File: src/rtl/gpb_pkg.sv
package gpb_pkg;

    localparam int unsigned FUNC_W  = 3;
    localparam int unsigned DIR_BIT = 8;

    // byte offsets of the registers
    localparam int unsigned OFS_MASK = 'h00;
    localparam int unsigned OFS_CFG  = 'h04;
    localparam int unsigned OFS_STAT = 'h08;
    localparam int unsigned OFS_SET  = 'h10;
    localparam int unsigned OFS_CLR  = 'h14;

    typedef enum logic [FUNC_W-1:0] {
        FN_GPIO = 3'd0,
        FN_ALT_A = 3'd1,
        FN_ALT_B = 3'd2,
        FN_ALT_C = 3'd3,
        FN_ALT_D = 3'd4,
        FN_ALT_E = 3'd5,
        FN_ALT_F = 3'd6,
        FN_ALT_G = 3'd7
    } gpb_func_e;

    typedef struct packed {
        logic      dir;
        gpb_func_e func;
    } gpb_cfg_t;

    localparam gpb_cfg_t CFG_RESET = '{dir: 1'b0, func: FN_GPIO};

    typedef enum logic [2:0] {
        RG_NONE,
        RG_MASK,
        RG_CFG,
        RG_STAT,
        RG_SET,
        RG_CLR
    } gpb_reg_e;

endpackage

File: src/rtl/gpb_in_sync.sv
module gpb_in_sync #(
    parameter int unsigned NLINES = 32,
    parameter int unsigned STAGES = 2
) (
    input  logic              clk,
    input  logic              rst_n,
    input  logic [NLINES-1:0] async_in,
    output logic [NLINES-1:0] sync_out
);

    logic [NLINES-1:0] stage_d [STAGES];
    logic [NLINES-1:0] stage_q [STAGES];

    always_comb begin
        stage_d[0] = async_in;
        for (int s = 1; s < STAGES; s++) begin
            stage_d[s] = stage_q[s-1];
        end
    end

    for (genvar s = 0; s < STAGES; s++) begin : g_stage
        always_ff @(posedge clk or negedge rst_n) begin
            if (!rst_n) begin
                stage_q[s] <= '0;
            end else begin
                stage_q[s] <= stage_d[s];
            end
        end
    end

    assign sync_out = stage_q[STAGES-1];

endmodule

File: src/rtl/gpb_out_latch.sv
module gpb_out_latch #(
    parameter int unsigned NLINES = 32
) (
    input  logic              clk,
    input  logic              rst_n,
    input  logic              set_en,
    input  logic              clr_en,
    input  logic [NLINES-1:0] bits,
    output logic [NLINES-1:0] level
);

    logic [NLINES-1:0] level_d;
    logic [NLINES-1:0] level_q;

    always_comb begin
        level_d = level_q;
        if (set_en) begin
            level_d = level_d | bits;
        end
        if (clr_en) begin
            level_d = level_d & ~bits;
        end
    end

    always_ff @(posedge clk or negedge rst_n) begin
        if (!rst_n) begin
            level_q <= '0;
        end else begin
            level_q <= level_d;
        end
    end

    assign level = level_q;

endmodule

File: src/rtl/gpb_line_cfg.sv
module gpb_line_cfg
    import gpb_pkg::*;
#(
    parameter int unsigned NLINES = 32
) (
    input  logic                     clk,
    input  logic                     rst_n,
    input  logic [NLINES-1:0]        sel_mask,
    input  logic                     wr_en,
    input  gpb_cfg_t                 wr_cfg,
    output logic [NLINES-1:0]        line_dir,
    output logic [NLINES*FUNC_W-1:0] line_func,
    output logic [NLINES-1:0]        line_oe,
    output gpb_cfg_t                 rd_cfg
);

    for (genvar i = 0; i < NLINES; i++) begin : g_line
        gpb_cfg_t cfg_d;
        gpb_cfg_t cfg_q;

        always_comb begin
            cfg_d = cfg_q;
            if (wr_en && sel_mask[i]) begin
                cfg_d = wr_cfg;
            end
        end

        always_ff @(posedge clk or negedge rst_n) begin
            if (!rst_n) begin
                cfg_q <= CFG_RESET;
            end else begin
                cfg_q <= cfg_d;
            end
        end

        assign line_dir[i]                   = cfg_q.dir;
        assign line_func[i*FUNC_W +: FUNC_W] = cfg_q.func;
        assign line_oe[i]                    = cfg_q.dir && (cfg_q.func == FN_GPIO);
    end

    // readback: lowest-numbered selected line wins
    always_comb begin
        rd_cfg = CFG_RESET;
        for (int i = NLINES - 1; i >= 0; i--) begin
            if (sel_mask[i]) begin
                rd_cfg.dir  = line_dir[i];
                rd_cfg.func = gpb_func_e'(line_func[i*FUNC_W +: FUNC_W]);
            end
        end
    end

endmodule

File: src/rtl/gpb_regif.sv
module gpb_regif
    import gpb_pkg::*;
#(
    parameter int unsigned NLINES = 32,
    parameter int unsigned DW     = 32,
    parameter int unsigned AW     = 5
) (
    input  logic              clk,
    input  logic              rst_n,
    input  logic              bus_sel,
    input  logic              bus_wr,
    input  logic [AW-1:0]     bus_addr,
    input  logic [DW-1:0]     bus_wdata,
    output logic [DW-1:0]     bus_rdata,
    input  gpb_cfg_t          rd_cfg,
    input  logic [NLINES-1:0] pin_status,
    output logic [NLINES-1:0] sel_mask,
    output logic              cfg_wr_en,
    output gpb_cfg_t          cfg_wr_val,
    output logic              set_en,
    output logic              clr_en,
    output logic [NLINES-1:0] line_bits
);

    localparam logic [AW-1:0] A_MASK = AW'(OFS_MASK);
    localparam logic [AW-1:0] A_CFG  = AW'(OFS_CFG);
    localparam logic [AW-1:0] A_STAT = AW'(OFS_STAT);
    localparam logic [AW-1:0] A_SET  = AW'(OFS_SET);
    localparam logic [AW-1:0] A_CLR  = AW'(OFS_CLR);

    typedef struct packed {
        logic [NLINES-1:0] mask;
        logic [DW-1:0]     rdata;
    } regif_state_t;

    regif_state_t st_d;
    regif_state_t st_q;
    gpb_reg_e     target;
    logic         wr_hit;
    logic         rd_hit;
    logic [DW-1:0] rd_word;

    always_comb begin
        unique case (bus_addr)
            A_MASK:  target = RG_MASK;
            A_CFG:   target = RG_CFG;
            A_STAT:  target = RG_STAT;
            A_SET:   target = RG_SET;
            A_CLR:   target = RG_CLR;
            default: target = RG_NONE;
        endcase
    end

    assign wr_hit = bus_sel && bus_wr;
    assign rd_hit = bus_sel && !bus_wr;

    always_comb begin
        rd_word = '0;
        case (target)
            RG_MASK: rd_word[NLINES-1:0] = st_q.mask;
            RG_CFG: begin
                rd_word[DIR_BIT]      = rd_cfg.dir;
                rd_word[FUNC_W-1:0]   = rd_cfg.func;
            end
            RG_STAT: rd_word[NLINES-1:0] = pin_status;
            default: rd_word = '0;
        endcase
    end

    always_comb begin
        st_d       = st_q;
        st_d.rdata = rd_hit ? rd_word : '0;
        if (wr_hit && target == RG_MASK) begin
            st_d.mask = bus_wdata[NLINES-1:0];
        end
    end

    always_ff @(posedge clk or negedge rst_n) begin
        if (!rst_n) begin
            st_q <= '0;
        end else begin
            st_q <= st_d;
        end
    end

    assign bus_rdata       = st_q.rdata;
    assign sel_mask        = st_q.mask;
    assign cfg_wr_en       = wr_hit && (target == RG_CFG);
    assign cfg_wr_val.dir  = bus_wdata[DIR_BIT];
    assign cfg_wr_val.func = gpb_func_e'(bus_wdata[FUNC_W-1:0]);
    assign set_en          = wr_hit && (target == RG_SET);
    assign clr_en          = wr_hit && (target == RG_CLR);
    assign line_bits       = bus_wdata[NLINES-1:0];

endmodule

File: src/rtl/gpb_bank_top.sv
module gpb_bank_top
    import gpb_pkg::*;
#(
    parameter int unsigned NLINES      = 32,
    parameter int unsigned DW          = 32,
    parameter int unsigned AW          = 5,
    parameter int unsigned SYNC_STAGES = 2
) (
    input  logic                     clk,
    input  logic                     rst_n,
    input  logic                     bus_sel,
    input  logic                     bus_wr,
    input  logic [AW-1:0]            bus_addr,
    input  logic [DW-1:0]            bus_wdata,
    output logic [DW-1:0]            bus_rdata,
    input  logic [NLINES-1:0]        pad_in,
    output logic [NLINES-1:0]        pad_out,
    output logic [NLINES-1:0]        pad_oe,
    output logic [NLINES*FUNC_W-1:0] line_func
);

    logic [NLINES-1:0] sel_mask;
    logic              cfg_wr_en;
    gpb_cfg_t          cfg_wr_val;
    gpb_cfg_t          rd_cfg;
    logic              set_en;
    logic              clr_en;
    logic [NLINES-1:0] line_bits;
    logic [NLINES-1:0] line_dir;
    logic [NLINES-1:0] pin_status;

    gpb_regif #(.NLINES(NLINES), .DW(DW), .AW(AW)) u_regif (
        .clk        (clk),
        .rst_n      (rst_n),
        .bus_sel    (bus_sel),
        .bus_wr     (bus_wr),
        .bus_addr   (bus_addr),
        .bus_wdata  (bus_wdata),
        .bus_rdata  (bus_rdata),
        .rd_cfg     (rd_cfg),
        .pin_status (pin_status),
        .sel_mask   (sel_mask),
        .cfg_wr_en  (cfg_wr_en),
        .cfg_wr_val (cfg_wr_val),
        .set_en     (set_en),
        .clr_en     (clr_en),
        .line_bits  (line_bits)
    );

    gpb_line_cfg #(.NLINES(NLINES)) u_line_cfg (
        .clk       (clk),
        .rst_n     (rst_n),
        .sel_mask  (sel_mask),
        .wr_en     (cfg_wr_en),
        .wr_cfg    (cfg_wr_val),
        .line_dir  (line_dir),
        .line_func (line_func),
        .line_oe   (pad_oe),
        .rd_cfg    (rd_cfg)
    );

    gpb_out_latch #(.NLINES(NLINES)) u_out_latch (
        .clk    (clk),
        .rst_n  (rst_n),
        .set_en (set_en),
        .clr_en (clr_en),
        .bits   (line_bits),
        .level  (pad_out)
    );

    gpb_in_sync #(.NLINES(NLINES), .STAGES(SYNC_STAGES)) u_in_sync (
        .clk      (clk),
        .rst_n    (rst_n),
        .async_in (pad_in),
        .sync_out (pin_status)
    );

    logic unused_dir;
    assign unused_dir = ^line_dir;

endmodule

File: config.mk
export PLATFORM = sky130hd
export DESIGN_NAME = gpb_bank_top
export DESIGN_NICKNAME = d
export VERILOG_FILES = /design/src/rtl/gpb_pkg.sv /design/src/rtl/gpb_in_sync.sv /design/src/rtl/gpb_out_latch.sv /design/src/rtl/gpb_line_cfg.sv /design/src/rtl/gpb_regif.sv /design/src/rtl/gpb_bank_top.sv
export SDC_FILE = /design/constraint.sdc
export NUM_CORES = 1
export LEC_CHECK = 0
export CAP_MARGIN = 25
export CORE_AREA = 4 4 181 183
export DETAILED_ROUTE_END_ITERATION = 7
export DIE_AREA = 0 0 185 187
export GPL_TIMING_DRIVEN = 1
export SLEW_MARGIN = 40
export SYNTH_ARGS = -nofsm -noshare
export SYNTH_HDL_FRONTEND = slang
export SYNTH_HIERARCHICAL = 1
export SYNTH_SLANG_ARGS = --single-unit
File: constraint.sdc
create_clock -name clk -period 2.3 [get_ports clk]
set_clock_uncertainty 0.15 [all_clocks]
set_input_delay 0.345 -clock clk [delete_from_list [all_inputs] [get_ports clk]]
set_output_delay 0.345 -clock clk [all_outputs]
set_load 0.005 [all_outputs]
==> results of run 1 <==
[registers in the layout, summed over array words and instances (netlist names)]
name,count
u_line_cfg/line_func,96
u_in_sync/stage_d,32
u_in_sync/sync_out,32
u_line_cfg/line_dir,32
u_out_latch/level,32
u_regif/bus_rdata,32
u_regif/sel_mask,32
[per-layer routing]
| layer | up-vias | share of wire [%] | global-route usage, % | routed length (µm) |
|---|---|---|---|---|
| li1 | 4026 | - | - | - |
| met1 | 4487 | 43 | 27.55 | 15630 |
| met2 | 305 | 49 | 34.47 | 17710 |
| met3 | 43 | 6.8 | 5.329 | 2462 |
| met4 | 2 | 1.7 | 4.545 | 629 |
| met5 | - | 0.055 | 0 | 20 |
[worst min-delay path by stage]
stage                             to  slack [ps]  cells after the start
6_report       u_in_sync/stage_d[21]         130                      1
5_1_grt        u_in_sync/stage_d[23]         100                      1
4_1_cts        u_in_sync/stage_d[23]         100                      1
3_5_place_dp    u_out_latch/level[3]         100                      1
3_3_place_gp    u_regif/bus_rdata[5]         100                      1
2_1_floorplan   u_in_sync/stage_d[0]        -100                      0
[cell usage in the layout (no fill, tap or decap), drive strengths merged, types with 4 or more instances in the layout]
master	count
inv	9
and3b	6
a211oi	4
o31a	4
o22ai	12
o31ai	5
nand3b	6
dlymetal6s2s	7
dlygate4sd2	23
nor4	8
a21oi	80
nor4b	32
clkdlybuf4s50	232
o21ai	18
a221oi	4
nor2b	15
nand4	4
mux2	160
o211ai	6
a2111oi	4
a22oi	9
mux2i	32
nor3b	10
clkinvlp	4
clkbuf	45
o221ai	4
nand2	63
or2	5
clkinv	5
nand2b	22
nor3	9
a31oi	6
buf	79
nor2	36
dfrtp	288
[kinds of logic (layout without fill, tap and decap cells)]
logic type,Yosys count,after routing
DFF,288,288
and+or+nand+nor,225,225
muxes,192,192
AOI/OAI and AO/OA,166,166
buffers and inverters,88,408
other,0,1
[cell type report]
type | count | area (µm²) | area share (%)
antenna | 1 | 2.502 | 0.01470
clock buffer | 45 | 953.4 | 5.601
clock inverter | 13 | 165.2 | 0.9702
inverter | 8 | 30.03 | 0.1764
multi-input combinational | 583 | 4786 | 28.11
sequential | 288 | 7222 | 42.43
tap | 402 | 503.0 | 2.955
timing repair buffer | 342 | 3361 | 19.74
[power breakdown]
group / internal [mW] / switching (mW) / leakage, nW / total [mW]
clock network: 3.26 / 2.07 / 0.537 / 5.33
logic: 1.03 / 0.903 / 3.59 / 1.93
registers: 5.34 / 0.299 / 3.80 / 5.64
[metrics by stage]
stage	TNS [ps]	util, %	hold slack [ps]
floorplan	0	-	-100.6
global placement	-18360	50.08	98.71
detailed placement	-21480	50.08	102.3
CTS	0	54.24	104.1
global route	-100.5	54.51	104.0
finish	0	54.51	125.6
[timing repair]
item / CTS / global route
setup buffers: 5 / 0
setup endpoints to repair: 30 / 13
endpoints found under the hold margin: 288 / 0
gates resized for setup: 57 / 21
hold buffers: 1 / 0
pin swaps: 7 / 10
==> results.yml, run 1 <==
run_status:
  status: "complete, no violations"
critical_path:
  r2r-start: "u_regif/sel_mask[30]"
  cp_max_fo: 3
  crit_path_end_kind: "register"
  worstSetupStartpoint: "u_regif/sel_mask[30]"
  critPathRequiredTime_ps: 2560
  critical_path_class: "register to register"
  crit_family: "compound AO/OA/AOI/OAI gates"
  rr_endpoint: "u_regif/bus_rdata[2]"
  timing.critical_path.to: "u_regif/bus_rdata[2]"
  rrSetupSlack_ps: 6
  critical_path.max_stage_delay_ps: 410
  path_cells: "nand3b_1, a221o_1, a311o_1, a211oi_2, o41a_1, nand2_1, a21oi_1"
  cp_num_cells: 7
  worstPathArrival_ps: 2560
  reg2reg_depth: 7
  slowest_stage: "dfrtp_1"
  cp-start-kind: "register"
  worst-path-buf-inv: 0
placement:
  post_dp_cell_area_um2: 15640
  dpl_worst_slack_ps: -228.2
  gp_congestion: 0.8306
  dp_hpwl_mm: 25.98
  dp_cells: 1617
  io_buffers: 264
global_routing:
  grt_start_max_net_pins: 70
  grt_pass1_wl_mm: 56.14
  grt_pass1_vias: 9403
  grt_use_total_pct: 20.75
  grt_overflow: 0
  antenna_found_initial: 2
route:
  routedWlPerCell_um: 21.67
  dr.pass1.iters: 5
  drc: 0
  via_per_inst: 5.269
  drtIter0Drc: 588
  vias: 8863
  ant_nets: 0
  drt-total-wl_mm: 36.46
synth:
  synth.distinct_cells: 50
  synth-edff-count: 0
  synthTopCellsByArea: "dfrtp_1 58%, mux2_2 12%, mux2_4 3.7%"
  ys_seq_elements: 288
  syn_inst: 959
  synthFlopType: "dfrtp_1"
  synth_compound_area_share_pct: 8.287
  synthAdderAreaFrac_pct: 0
  synthMuxAreaShare_pct: 18.14
  ys_warn_count: 6
  async_reset_ff_share_pct: 100.0
  yosysTopAreaCellShare_pct: 58.49
  synth.yosys.seq_area_share_pct: 58.49
  synth_top_family_by_area: "multiplexers"
  synthXorXnorAreaFrac_pct: 0
  yosysMostFrequentCell: "dfrtp_1"
  synth_nets: 1032
  netlist_top_cells_count: "288 x dfrtp_1, 130 x mux2_2, 79 x a21oi_1"
  syn_area_per_cell_um2: 12.85
  synth_area_um2: 12320
  yosysTopAreaCell: "dfrtp_1"
  synthSimpleGateAreaFrac_pct: 10.50
power_and_ir_drop:
  power.density_nw_per_um2: 757.5
  power.leakage_nw: 7.933
  ir_drop_mv: 0.6102
  power_mw: 12.89
sta:
  layout_setup_ws_ps: 6.077
  relSlewSlack_pct: 60.78
  finalMaxSlewViolations: 0
  finalHoldViolCount: 0
  worst_slew_pin_slew_ps: 583.5
  period_minus_slack_ps: 2294
  finalSetupViolCount: 0
  rsz0062_at_grt: "yes"
  fmax_mhz: 435.9
  finalCritPeriodShare_pct: 99.74
cells_and_area:
  drive_above_1_share_pct: 27.13
  finalNonFillerCells: 1682
  nFillCells: 2695
  nets: 1330
  final_cell_area_um2: 17020
  area_growth_pct: 38.16
clock_network:
  cts_tree: "built"
  clk_path_buf_depth: 3
  cts_sinks: 288
  htreeDepth: 2
  numCtsBuffers: 34
  clk_pin_slew_ps: 60
  root_buffer: "clkbuf_16"
  clock_latency_ps: 510
floorplan:
  dieWidth_um: 185
  rows: 65
  core-area_um2: 31230
  start_util_pct: 39.45
  ioPinCount: 265
  design.die.area_um2: 34600
  die_height_um: 187
hold_path:
  worstHoldPathType: "input pin to register"
  worstHoldStart: "pad_in[21]"
job:
  max_cap_violations: 0
No activity file was read; power rests on OpenSTA's default activity.
==> run 2: changes to the inputs <==
- CAP_MARGIN: 25 -> 10
- CTS_CLUSTER_SIZE: unset -> 24
- SKIP_LAST_GASP: unset -> 1
==> results.yml, run 2 (synthesis results as in run 1) <==
power_and_ir_drop:
  power.leakage_nw: 7.941
  power.density_nw_per_um2: 758.1
  ir_drop_mv: 0.6098
  power_mw: 12.89
critical_path:
  path_cells: "buf_6, a21oi_2, a221o_1, a311o_1, a211oi_2, o41a_1, nand2_1, a21oi_1"
  worst-path-buf-inv: 1
  crit_path_end_kind: "register"
  slowest_stage: "dfrtp_1"
  cp_num_cells: 8
  worstPathArrival_ps: 2540
  critPathRequiredTime_ps: 2570
  reg2reg_depth: 8
  cp-start-kind: "register"
  cp_max_fo: 8
  crit_family: "compound AO/OA/AOI/OAI gates"
  critical_path.max_stage_delay_ps: 400
  critical_path_class: "register to register"
cells_and_area:
  finalNonFillerCells: 1682
  final_cell_area_um2: 17000
  nFillCells: 2698
  final_common_cell: "dfrtp_1"
  largest_register_ff_count: 96
  drive_above_1_share_pct: 27.05
  nets: 1330
  final_cell_mix: "276 x dfrtp_1, 232 x clkdlybuf4s50_1, 130 x mux2_2"
  area_growth_pct: 37.96
  post-route-util_pct: 54.43
route:
  drc: 0
  dr_wl_met3_mm: 2.408
  met1Wirelength_mm: 15.70
  vias: 8834
  top_layer: "met5"
  drtIter0Drc: 593
  via_per_inst: 5.252
  routedWlPerCell_um: 21.66
  dr.pass1.iters: 5
  ant_nets: 0
  wl_met2_mm: 17.66
  drt-total-wl_mm: 36.43
clock_network:
  root_buffer: "clkbuf_16"
  numCtsBuffers: 34
  clock_latency_ps: 510
  clk_path_buf_depth: 3
  htreeDepth: 2
  cts_sinks: 288
  cts_tree: "built"
  clk_pin_slew_ps: 60
placement:
  dp_hpwl_mm: 25.98
  gp_congestion: 0.8306
  io_buffers: 264
  dp_cells: 1617
  post_dp_cell_area_um2: 15640
sta:
  fmax_mhz: 439.0
  worst_slew_pin_slew_ps: 583.2
  finalMaxSlewViolations: 0
  relSlewSlack_pct: 60.80
  finalCritPeriodShare_pct: 99.04
  rsz0062_at_grt: "yes"
  period_minus_slack_ps: 2278
  finalSetupViolCount: 0
  finalHoldViolCount: 0
global_routing:
  grt_pass1_wl_mm: 56.14
  grt_use_total_pct: 20.75
  grt_start_max_net_pins: 70
  grt_pass1_vias: 9403
  antenna_found_initial: 2
  grt_overflow: 0
floorplan:
  core-area_um2: 31230
  rows: 65
  die_height_um: 187
  start_util_pct: 39.45
  design.die.area_um2: 34600
  ioPinCount: 265
  dieWidth_um: 185
hold_path:
  worstHoldPathType: "input pin to register"
  whs_path_depth: 1
job:
  max_cap_violations: 0
run_status:
  status: "complete, no violations"
==> run 2: changes by cell type in the layout (fill, tap and decap cells not counted), sizes merged <==
| cell | delta |
|---|---|
| dlymetal6s2s | +1 |
| dlygate4sd2 | -1 |
==> run 2: report_power, final <==
part	total (mW)	switching, mW	internal, mW
sequential	5.63	0.297	5.34
clock	5.33	2.07	3.26
combinational	1.92	0.898	1.02
total	12.9	3.27	9.62
==> run 2: path summary, 6_finish.rpt <==
check                                      from                  endpoint  slack, ps
setup / recovery           u_regif/sel_mask[30]      u_regif/bus_rdata[2]         20
hold / removal                       pad_in[21]     u_in_sync/stage_d[21]        130
setup reg to reg           u_regif/sel_mask[30]      u_regif/bus_rdata[2]         20
hold reg to reg            u_in_sync/stage_d[0]     u_in_sync/sync_out[0]        190
max in group asynchronous                 rst_n  u_line_cfg/line_func[71]       1130
min in group asynchronous                 rst_n      u_out_latch/level[7]        180
==> run 2: metal layers <==
metal / up-vias / global-route usage, %
met5: - / 0
met4: 2 / 4.545
met3: 48 / 5.329
met2: 279 / 34.47
met1: 4483 / 27.55
li1: 4022 / -
==> run 2: metrics by stage <==
stage	hold WS (ps)	TNS [ps]	setup slack, ps
4_1_cts	104.1	-124.4	-124.4
6_report	125.3	0	22.18
3_3_place_gp	98.71	-18360	-184.8
3_5_place_dp	102.3	-21480	-228.2
2_1_floorplan	-100.6	0	41.10
5_1_grt	104.0	-181.9	-109.4
==> run 2: final cells by class <==
cell class	count	area [µm²]	area share, %
antenna	1	2.502	0.01472
clock buffer	45	953.4	5.609
clock inverter	13	165.2	0.9717
inverter	8	30.03	0.1767
multi-input combinational	583	4757	27.99
sequential	288	7222	42.49
tap	402	503.0	2.959
timing repair buffer	342	3364	19.79
==> run 2: worst register-to-register path: stages, from the launching register on <==
cell	delay [ps]
dfrtp_1	400
buf_6	150
a21oi_2	50
a221o_1	340
a311o_1	310
a211oi_2	340
o41a_1	250
nand2_1	70
a21oi_1	130
==> run 2: what timing repair did <==
item / CTS / global route
resized for setup: 56 / 17
buffers inserted: 5 / 0
hold buffers: 1 / 0
hold endpoints to repair: 288 / 0
pin swaps: 7 / 3
endpoints found under the setup margin: 30 / 14
